[src/rtl/eth_tx_pkg.sv]
package eth_tx_pkg;
    typedef enum logic [2:0] {
        ST_IDLE,
        ST_PRE,
        ST_DATA,
        ST_PAD,
        ST_FCS,
        ST_GAP
    } tx_state_e;

    localparam logic [31:0] CRC_POLY  = 32'h04C1_1DB7;
    localparam int          PRE_BITS  = 64;
    localparam int          FCS_BITS  = 32;
endpackage

[src/rtl/eth_tx_crc32.sv]
module eth_tx_crc32
    import eth_tx_pkg::*;
(
    input  logic        clk,
    input  logic        rst_n,
    input  logic        init,
    input  logic        en,
    input  logic        din,
    output logic [31:0] crc
);
    logic [31:0] crc_d, crc_q;

    always_comb begin
        crc_d = crc_q;
        if (init) begin
            crc_d = '1;
        end else if (en) begin
            crc_d = {crc_q[30:0], 1'b0} ^ ((crc_q[31] ^ din) ? CRC_POLY : 32'h0);
        end
    end

    always_ff @(posedge clk) begin
        if (!rst_n) crc_q <= '1;
        else        crc_q <= crc_d;
    end

    assign crc = crc_q;
endmodule

[src/rtl/eth_tx_framer.sv]
module eth_tx_framer
    import eth_tx_pkg::*;
#(
    parameter int CNT_W    = 8,
    parameter int MIN_DATA = 60
) (
    input  logic             clk,
    input  logic             rst_n,
    input  logic [CNT_W-1:0] fifo_count,
    input  logic             fifo_empty,
    input  logic [7:0]       fifo_rd_data,
    input  logic             fifo_last,
    output logic             fifo_rd_en,
    input  logic [CNT_W-1:0] start_thresh,
    input  logic             chan_permit,
    input  logic             pad_en,
    output logic             tx_bit,
    output logic             tx_en,
    output logic             done,
    output logic             underflow
);
    localparam int LEN_W = $clog2(MIN_DATA + 1);
    localparam logic [LEN_W-1:0] MIN_LEN = LEN_W'(MIN_DATA);

    typedef struct packed {
        tx_state_e        st;
        logic [5:0]       cnt;
        logic [7:0]       sh;
        logic             last;
        logic             bad;
        logic [LEN_W-1:0] bytes;
        logic             done;
        logic             uflow;
    } tx_regs_t;

    tx_regs_t    s_d, s_q;
    logic        crc_en;
    logic [31:0] crc;
    logic [LEN_W-1:0] bytes_inc;

    eth_tx_crc32 u_crc (
        .clk   (clk),
        .rst_n (rst_n),
        .init  (s_q.st == ST_PRE),
        .en    (crc_en),
        .din   (tx_bit),
        .crc   (crc)
    );

    assign bytes_inc = (s_q.bytes == MIN_LEN) ? s_q.bytes : s_q.bytes + 1'b1;

    always_comb begin
        s_d        = s_q;
        s_d.done   = 1'b0;
        s_d.uflow  = 1'b0;
        fifo_rd_en = 1'b0;
        tx_bit     = 1'b0;
        crc_en     = 1'b0;
        unique case (s_q.st)
            ST_IDLE: begin
                if (!fifo_empty && (fifo_count >= start_thresh) && chan_permit) begin
                    s_d.st  = ST_PRE;
                    s_d.cnt = '0;
                end
            end
            ST_PRE: begin
                tx_bit  = (s_q.cnt == 6'(PRE_BITS - 1)) ? 1'b1 : ~s_q.cnt[0];
                s_d.cnt = s_q.cnt + 1'b1;
                if (s_q.cnt == 6'(PRE_BITS - 1)) begin
                    s_d.cnt   = '0;
                    s_d.bytes = '0;
                    s_d.bad   = 1'b0;
                    if (fifo_empty) begin
                        s_d.bad = 1'b1;
                        s_d.st  = ST_FCS;
                    end else begin
                        fifo_rd_en = 1'b1;
                        s_d.sh     = fifo_rd_data;
                        s_d.last   = fifo_last;
                        s_d.st     = ST_DATA;
                    end
                end
            end
            ST_DATA: begin
                tx_bit  = s_q.sh[0];
                crc_en  = 1'b1;
                s_d.sh  = {1'b0, s_q.sh[7:1]};
                s_d.cnt = s_q.cnt + 1'b1;
                if (s_q.cnt == 6'd7) begin
                    s_d.cnt   = '0;
                    s_d.bytes = bytes_inc;
                    if (s_q.last) begin
                        s_d.st = (pad_en && (bytes_inc < MIN_LEN)) ? ST_PAD : ST_FCS;
                    end else if (fifo_empty) begin
                        s_d.bad = 1'b1;
                        s_d.st  = ST_FCS;
                    end else begin
                        fifo_rd_en = 1'b1;
                        s_d.sh     = fifo_rd_data;
                        s_d.last   = fifo_last;
                    end
                end
            end
            ST_PAD: begin
                tx_bit  = 1'b0;
                crc_en  = 1'b1;
                s_d.cnt = s_q.cnt + 1'b1;
                if (s_q.cnt == 6'd7) begin
                    s_d.cnt   = '0;
                    s_d.bytes = bytes_inc;
                    if (bytes_inc >= MIN_LEN) s_d.st = ST_FCS;
                end
            end
            ST_FCS: begin
                tx_bit  = crc[5'd31 - s_q.cnt[4:0]] ^ ~s_q.bad;
                s_d.cnt = s_q.cnt + 1'b1;
                if (s_q.cnt == 6'(FCS_BITS - 1)) begin
                    s_d.st    = ST_GAP;
                    s_d.done  = 1'b1;
                    s_d.uflow = s_q.bad;
                end
            end
            ST_GAP: s_d.st = ST_IDLE;
            default: s_d.st = ST_IDLE;
        endcase
    end

    always_ff @(posedge clk) begin
        if (!rst_n) begin
            s_q       <= '0;
            s_q.st    <= ST_IDLE;
        end else begin
            s_q <= s_d;
        end
    end

    assign tx_en     = (s_q.st == ST_PRE) || (s_q.st == ST_DATA) ||
                       (s_q.st == ST_PAD) || (s_q.st == ST_FCS);
    assign done      = s_q.done;
    assign underflow = s_q.uflow;
endmodule

[config.mk]
export PLATFORM = sky130hd
export DESIGN_NAME = eth_tx_framer
export DESIGN_NICKNAME = d
export VERILOG_FILES = /design/src/rtl/eth_tx_pkg.sv /design/src/rtl/eth_tx_crc32.sv /design/src/rtl/eth_tx_framer.sv
export SDC_FILE = /design/constraint.sdc
export NUM_CORES = 1
export LEC_CHECK = 0
export ABC_AREA = 1
export ABC_CLOCK_PERIOD_IN_PS = 1800
export CORE_MARGIN = 5
export CORE_UTILIZATION = 40
export CTS_CLUSTER_SIZE = 30
export DETAILED_ROUTE_END_ITERATION = 6
export PLACE_DENSITY_LB_ADDON = 0.3
export RECOVER_POWER = 25
export REMOVE_ABC_BUFFERS = 1
export SETUP_SLACK_MARGIN = 0.02
export SKIP_LAST_GASP = 1
export SLEW_MARGIN = 30
export SYNTH_ARGS = -nofsm -noshare
export SYNTH_HDL_FRONTEND = slang
export SYNTH_SLANG_ARGS = --single-unit
export TNS_END_PERCENT = 100
[constraint.sdc]
create_clock -name clk -period 1.8 [get_ports clk]
set_clock_uncertainty 0.05 [all_clocks]
set_input_delay 0.45 -clock clk [delete_from_list [all_inputs] [get_ports clk]]
set_output_delay 0.45 -clock clk [all_outputs]
set_load 0.01 [all_outputs]
# Word level (Yosys, flattened, before mapping)
# Index checks and enable logic that the tools add are counted.
classes:
  add_sub_neg: 3
  multipliers: 0
  n_div: 0
  n_lt_le_gt_ge: 4
  eq_ne: 18
  n_shift: 0
  mux: 33
  bitwise: 6
  n_reduce_logical: 21
ops:
  columns: ["operator", "n"]
  rows:
  - ["$mux 25", 2]
  - ["$mux 9", 4]
  - ["$xor 32x32->32", 1]
  - ["$pmux 6 s5", 1]
  - ["$mux 27", 1]
  - ["$pmux 10 s2", 1]
  - ["$mux 3", 6]
  - ["$ne 2x2->1 const B", 9]
  - ["$pmux 6 s3", 1]
  - ["$pmux 3 s5", 1]
  - ["$add 6x1->6 const B", 2]
  - ["$eq 6x6->1 const B", 2]
  - ["$mux 6", 2]
  - ["$mux 10", 1]
  - ["$mux 1", 9]
  - ["$ge 8x8->1", 1]
  - ["$reduce_and 4->1", 2]
  - ["$reduce_and 7->1", 1]
  - ["$eq 3x2->1 const B", 2]
  - ["$eq 6x3->1 const B", 1]
  - ["$eq 6x5->1 const B", 1]
  - ["$ge 6x6->1 const B", 1]
  - ["$lt 5x6->1 const B", 1]
  - ["$lt 6x6->1 const B", 1]
  - ["other kinds (21)", 31]
word_totals:
  reg_bits: 59
  latch_bits: 0
  ram_bits: 0
  rom_bits: 0
  out_inout_bits: 5
  word_cells: 94
  n_memories: 0

# Longest topological paths before layout
logic_depth:
  word_depth: 8
  ltp_mapped: 17
  mapped_depth_nobuf: 16

# Cells and area by module
# From an unflattened synthesis, not the netlist that was laid out.
unflattened:
  cells_unflattened: 555
  hier_area_um2: 3631.0
by_module_without_submodules:
  columns: ["mod", "instances", "cells_each", "area_each_um2"]
  rows:
  - ["eth_tx_framer", 1, 379, 2252.2]
  - ["eth_tx_crc32", 1, 176, 1378.8]

# Least setup slack after synthesis
# Ideal clock, no wire load.
synth_timing:
  kind: "flip-flop to flip-flop"
  start: "reg s_q[18] (netlist name)"
  end: "reg s_q[25] (netlist name)"
  setup_time_ns: 0.128
  arrival_time_ns: 1.724
  setup_slack_ns: -0.102
  stages_incl_launch_ff: 17
  n_path_buf: 0
  period_less_slack_ns: 1.902
  cell_sequence: "dfxtp_1 -> ha_1 -> nand2_1 -> nor2_1 -> inv_2 -> nor2_2 -> nand2_2 -> clkinv_1 -> nor2_1 -> inv_2 -> o21ai_1 -> inv_2 -> nand3_1 -> a21oi_2 -> nand2_1 -> a21oi_1 -> nor2_1"
synth_between:
  elab_chain_len: 3
  elab_cells_between_ends: 8
  cone_classes: "eq/ne (7); reduce/logical (1)"
synth_rtl:
  columns: ["item", "line_no", "source"]
  rows:
  - ["from (decl)", "eth_tx_framer.sv:36", "tx_regs_t s_d, s_q;"]
  - ["$eq 6x5->1, or another cell as far along", "eth_tx_framer.sv:117", "if (s_q.cnt == 6'(FCS_BITS - 1)) begin"]
  - ["$ne 2x2->1 (no source line)", null, null]
  - ["$reduce_and 7->1 (no source line) *", null, null]
# Every way passes the cells marked *; elsewhere a longest branch is shown, timed or not.
# A chain may end at the register's enable or synchronous reset.

# Worst setup path in the final report
layout_timing:
  start: "reg s_q[18] (netlist name)"
  end: "out fifo_rd_en"
layout_between:
  elab_chain_len: 3
  elab_cells_between_ends: 5
  cone_classes: "eq/ne (2); mux (3)"
layout_rtl:
  columns: ["item", "line_no", "source"]
  rows:
  - ["$eq 6x3->1 or $eq 6x6->1 (tied branches)", "eth_tx_framer.sv:89, eth_tx_framer.sv:69", null]
  - ["$mux 1, on equally long branches", "eth_tx_framer.sv:89, eth_tx_framer.sv:69", null]
  - ["$pmux 1 s2 *", "eth_tx_framer.sv:59", "unique case (s_q.st)"]
  - ["to (decl)", "eth_tx_framer.sv:13", "output logic fifo_rd_en,"]
# Marked as above.

==> metrics.txt <==
Total Nets Final 713; area leader, netlist dfxtp_1; fill count 625; Tightest Pin Transition 0.549 ns; area of the multi-input gates 2440 um^2; first-pass GRT wire length 19000 um; DP Wirelength 7030 um; worst hold slack 0.442 ns; Final setup viols 41; fin crit share 129%; Reg2Reg Capture Point u_crc.crc[22]$_SDFFE_PP1P_; Fmax 0.430 GHz; Async SR Flop Fraction 0%; n_diodes 0; Post-Syn Instances 519; syn_area_per_cell 6.61 um^2; drt drc 0; routed vias/inst 5.49; deepest clock path buffer count 2; TritonCTS clock tree yes; largest net degree at the start of global routing 40; worst-path fanout max 4; clock power share 24.4%; switching pwr 1.92 mW; Yosys Warn Count 0; RSZ-0062 raised after global routing yes; Hold EP s_q[15]$_SDFFE_PN0P_; Pre-antenna DRT Iters 4; Gate power share 46.3%; GR Overflow Total 0; total core area 8300 um^2; crit path kind reg -> out; worst hold stages 2; final hold vios 0; largest cells by area after synthesis dfxtp_1 (34%), nand2_1 (13%), nand3_1 (11%), a21oi_1 (8.0%), inv_1 (6.9%); max cap viols 0; die width 103 um; pwr/cell area 878 nW/um^2; Tot Pwr 5.07 mW; DR WL/cell 16.8 um; sw frac 37.9%; die outline area 10500 um^2; Worst Reg-to-Reg Cells 16; Internal 3.15 mW; overall routing resource usage 22.7%; drt total wl 13100 um; Post-synth EDFFs 0; ys flop type dfxtp_1; num rows 33; share of post-route cells with drive strength above 1 39.7%; Die H 103 um; Netlist cell types 37; Layout Area Growth over Synthesis 68.1%; # IOs 35; failing checks setup timing; H-tree lvl count 3; Finished Layout Cells 782; initial drt markers 218; Leakage 2.66 nW; worst IR drop on VDD 0.500 mV; Clock Root Buffer clkbuf_8; post-synth top area share 34.4%; worst setup margin -0.527 ns; R2R Setup Slk -0.41 ns; Slew HR 63.2%; total CTS buffers 9; area of the mapped netlist 3430 um^2; Worst EP arrival 1.83 ns; outcome finished with violations; Flop pwr share 29.2%; crit end category output pin; register area 1190 um^2; Initial Utilization 41.3%; class of the worst hold path reg -> reg; #FFs+latches synth 59; antenna viol nets, final 0; Tmin final 2.33 ns; register area share after synthesis 34.4%; initial antenna violation count 0; placed insts 739; number of buffers added on ports 34; vias in the first global route 4104; TritonCTS Sinks 59; hold_sp s_q[15]$_SDFFE_PN0P_; Reg-to-Reg Start s_q[20]$_SDFFE_PN0P_; Clk Latency, worst-skew pair 0.35 ns; Required @ worst endpoint 1.30 ns; Vias 4294; RD Place Congestion 0.855; hold-fix buffers at CTS 0; clk slew on worst S/H paths 0.07 ns; Worst setup SP type flop; Slew Limit Fails 0
## final cells by class
class / count / share of cell area, %
Clock buffer: 11 / 2.45
Clock inverter: 5 / 0.911
Inverter: 74 / 5.12
Multi-Input combinational cell: 363 / 42.3
Sequential cell: 59 / 20.7
Tap cell: 105 / 2.28
Timing Repair Buffer: 165 / 26.2
## critical path, cell delays in order (launching register included)
cell and delay, ns:
dfxtp_4 0.40, ha_4 0.14, nand2_2 0.05, nor2_2 0.12, inv_2 0.06, nor2_4 0.11
nand2_4 0.08, nor3_4 0.15, inv_1 0.09, o21ai_0 0.11, buf_2 0.18
## state kept, by name, summed over array words and instances (netlist names)
name / flops
u_crc.crc: 32
s_q: 25
done: 1
underflow: 1
## cells in the final DEF (no fill, tap or decap), types with 10 or more instances in the layout
cell type,synthesis,layout
nand2_1,115,99
dfxtp_1,59,55
o211ai_1,11,11
buf_4,5,102
nor2_1,26,15
nand2_2,4,13
buf_6,1,18
dlygate4sd2_1,0,13
nor2_4,1,11
nand3_1,75,68
a21oi_2,1,20
inv_1,63,56
inv_2,10,13
a21oi_1,55,33
clkbuf_8,0,10
clkdlybuf4s50_1,0,15
## kinds of logic after synthesis
kind of cell               share of synthesized area [%]
xor gates and xnor gates                           0.511
buffers and inverters                               11.6
adders and majority gates                           4.01
AOI/OAI and AO/OA                                   18.2
DFF                                                 34.4
and+or+nand+nor                                     31.2
## Yosys cell counts (all sizes together), types with 5 or more instances
library cell and count:
a221oi 5, o21ai 25, nor2 30, ha 11, buf 14, nand3 76, clkbuf 9, inv 73
a211oi 6, a21oi 56, nand2 119, nor3 8, dfxtp 59, o211ai 11
## routing by layer
metal	vias to the layer above	share of wire, %	global-route usage [%]
met5	-	0	0
met4	0	4.3	8.17
met3	54	6.3	5.89
met2	181	50	40.9
met1	2027	39	25.7
li1	2032	-	-
## worst max-delay path by stage
stage	slack, ns	startpoint	endpoint	depth (start not counted)
final	-0.53	s_q[18]$_SDFFE_PN0P_	fifo_rd_en	10
after global routing	-0.62	s_q[18]$_SDFFE_PN0P_	tx_bit	12
after CTS	-0.45	s_q[18]$_SDFFE_PN0P_	tx_bit	10
after detailed placement	-0.64	fifo_empty	fifo_rd_en	7
after global placement	-0.60	s_q[18]$_SDFFE_PN0P_	tx_bit	12
after floorplan	-1.62	s_q[25]$_SDFFE_PN0P_	fifo_rd_en	8
## power groups by stage
stage / clock network, mW / registers, mW / logic, mW
detailed placement: 0 / 1.49 / 1.52
CTS: 1.23 / 1.48 / 2.03
global route: 1.32 / 1.49 / 2.51
floorplan: 0 / 1.52 / 0.747
finish: 1.24 / 1.48 / 2.35
global placement: 0 / 1.48 / 1.49
## through the flow
step / worst slack (ns) / cell area [um^2] / util [%] / setup TNS, ns
final: -0.527 / 5770 / 69.5 / -11.93
after global routing: -0.618 / 5770 / 69.5 / -17.06
after CTS: -0.455 / 5430 / 65.4 / -7.44
after detailed placement: -0.637 / 4590 / 55.3 / -15.64
after global placement: -0.599 / 4590 / 55.3 / -13.96
after floorplan: -1.62 / 3310 / - / -67.79
## repair_timing
action,4_1_cts,5_1_grt
setup buffers,15,14
setup endpoints to repair,42,42
gates cloned,4,0
gates resized for setup,150,62
pin swaps,46,30
Power figures use the tool's default switching activity.
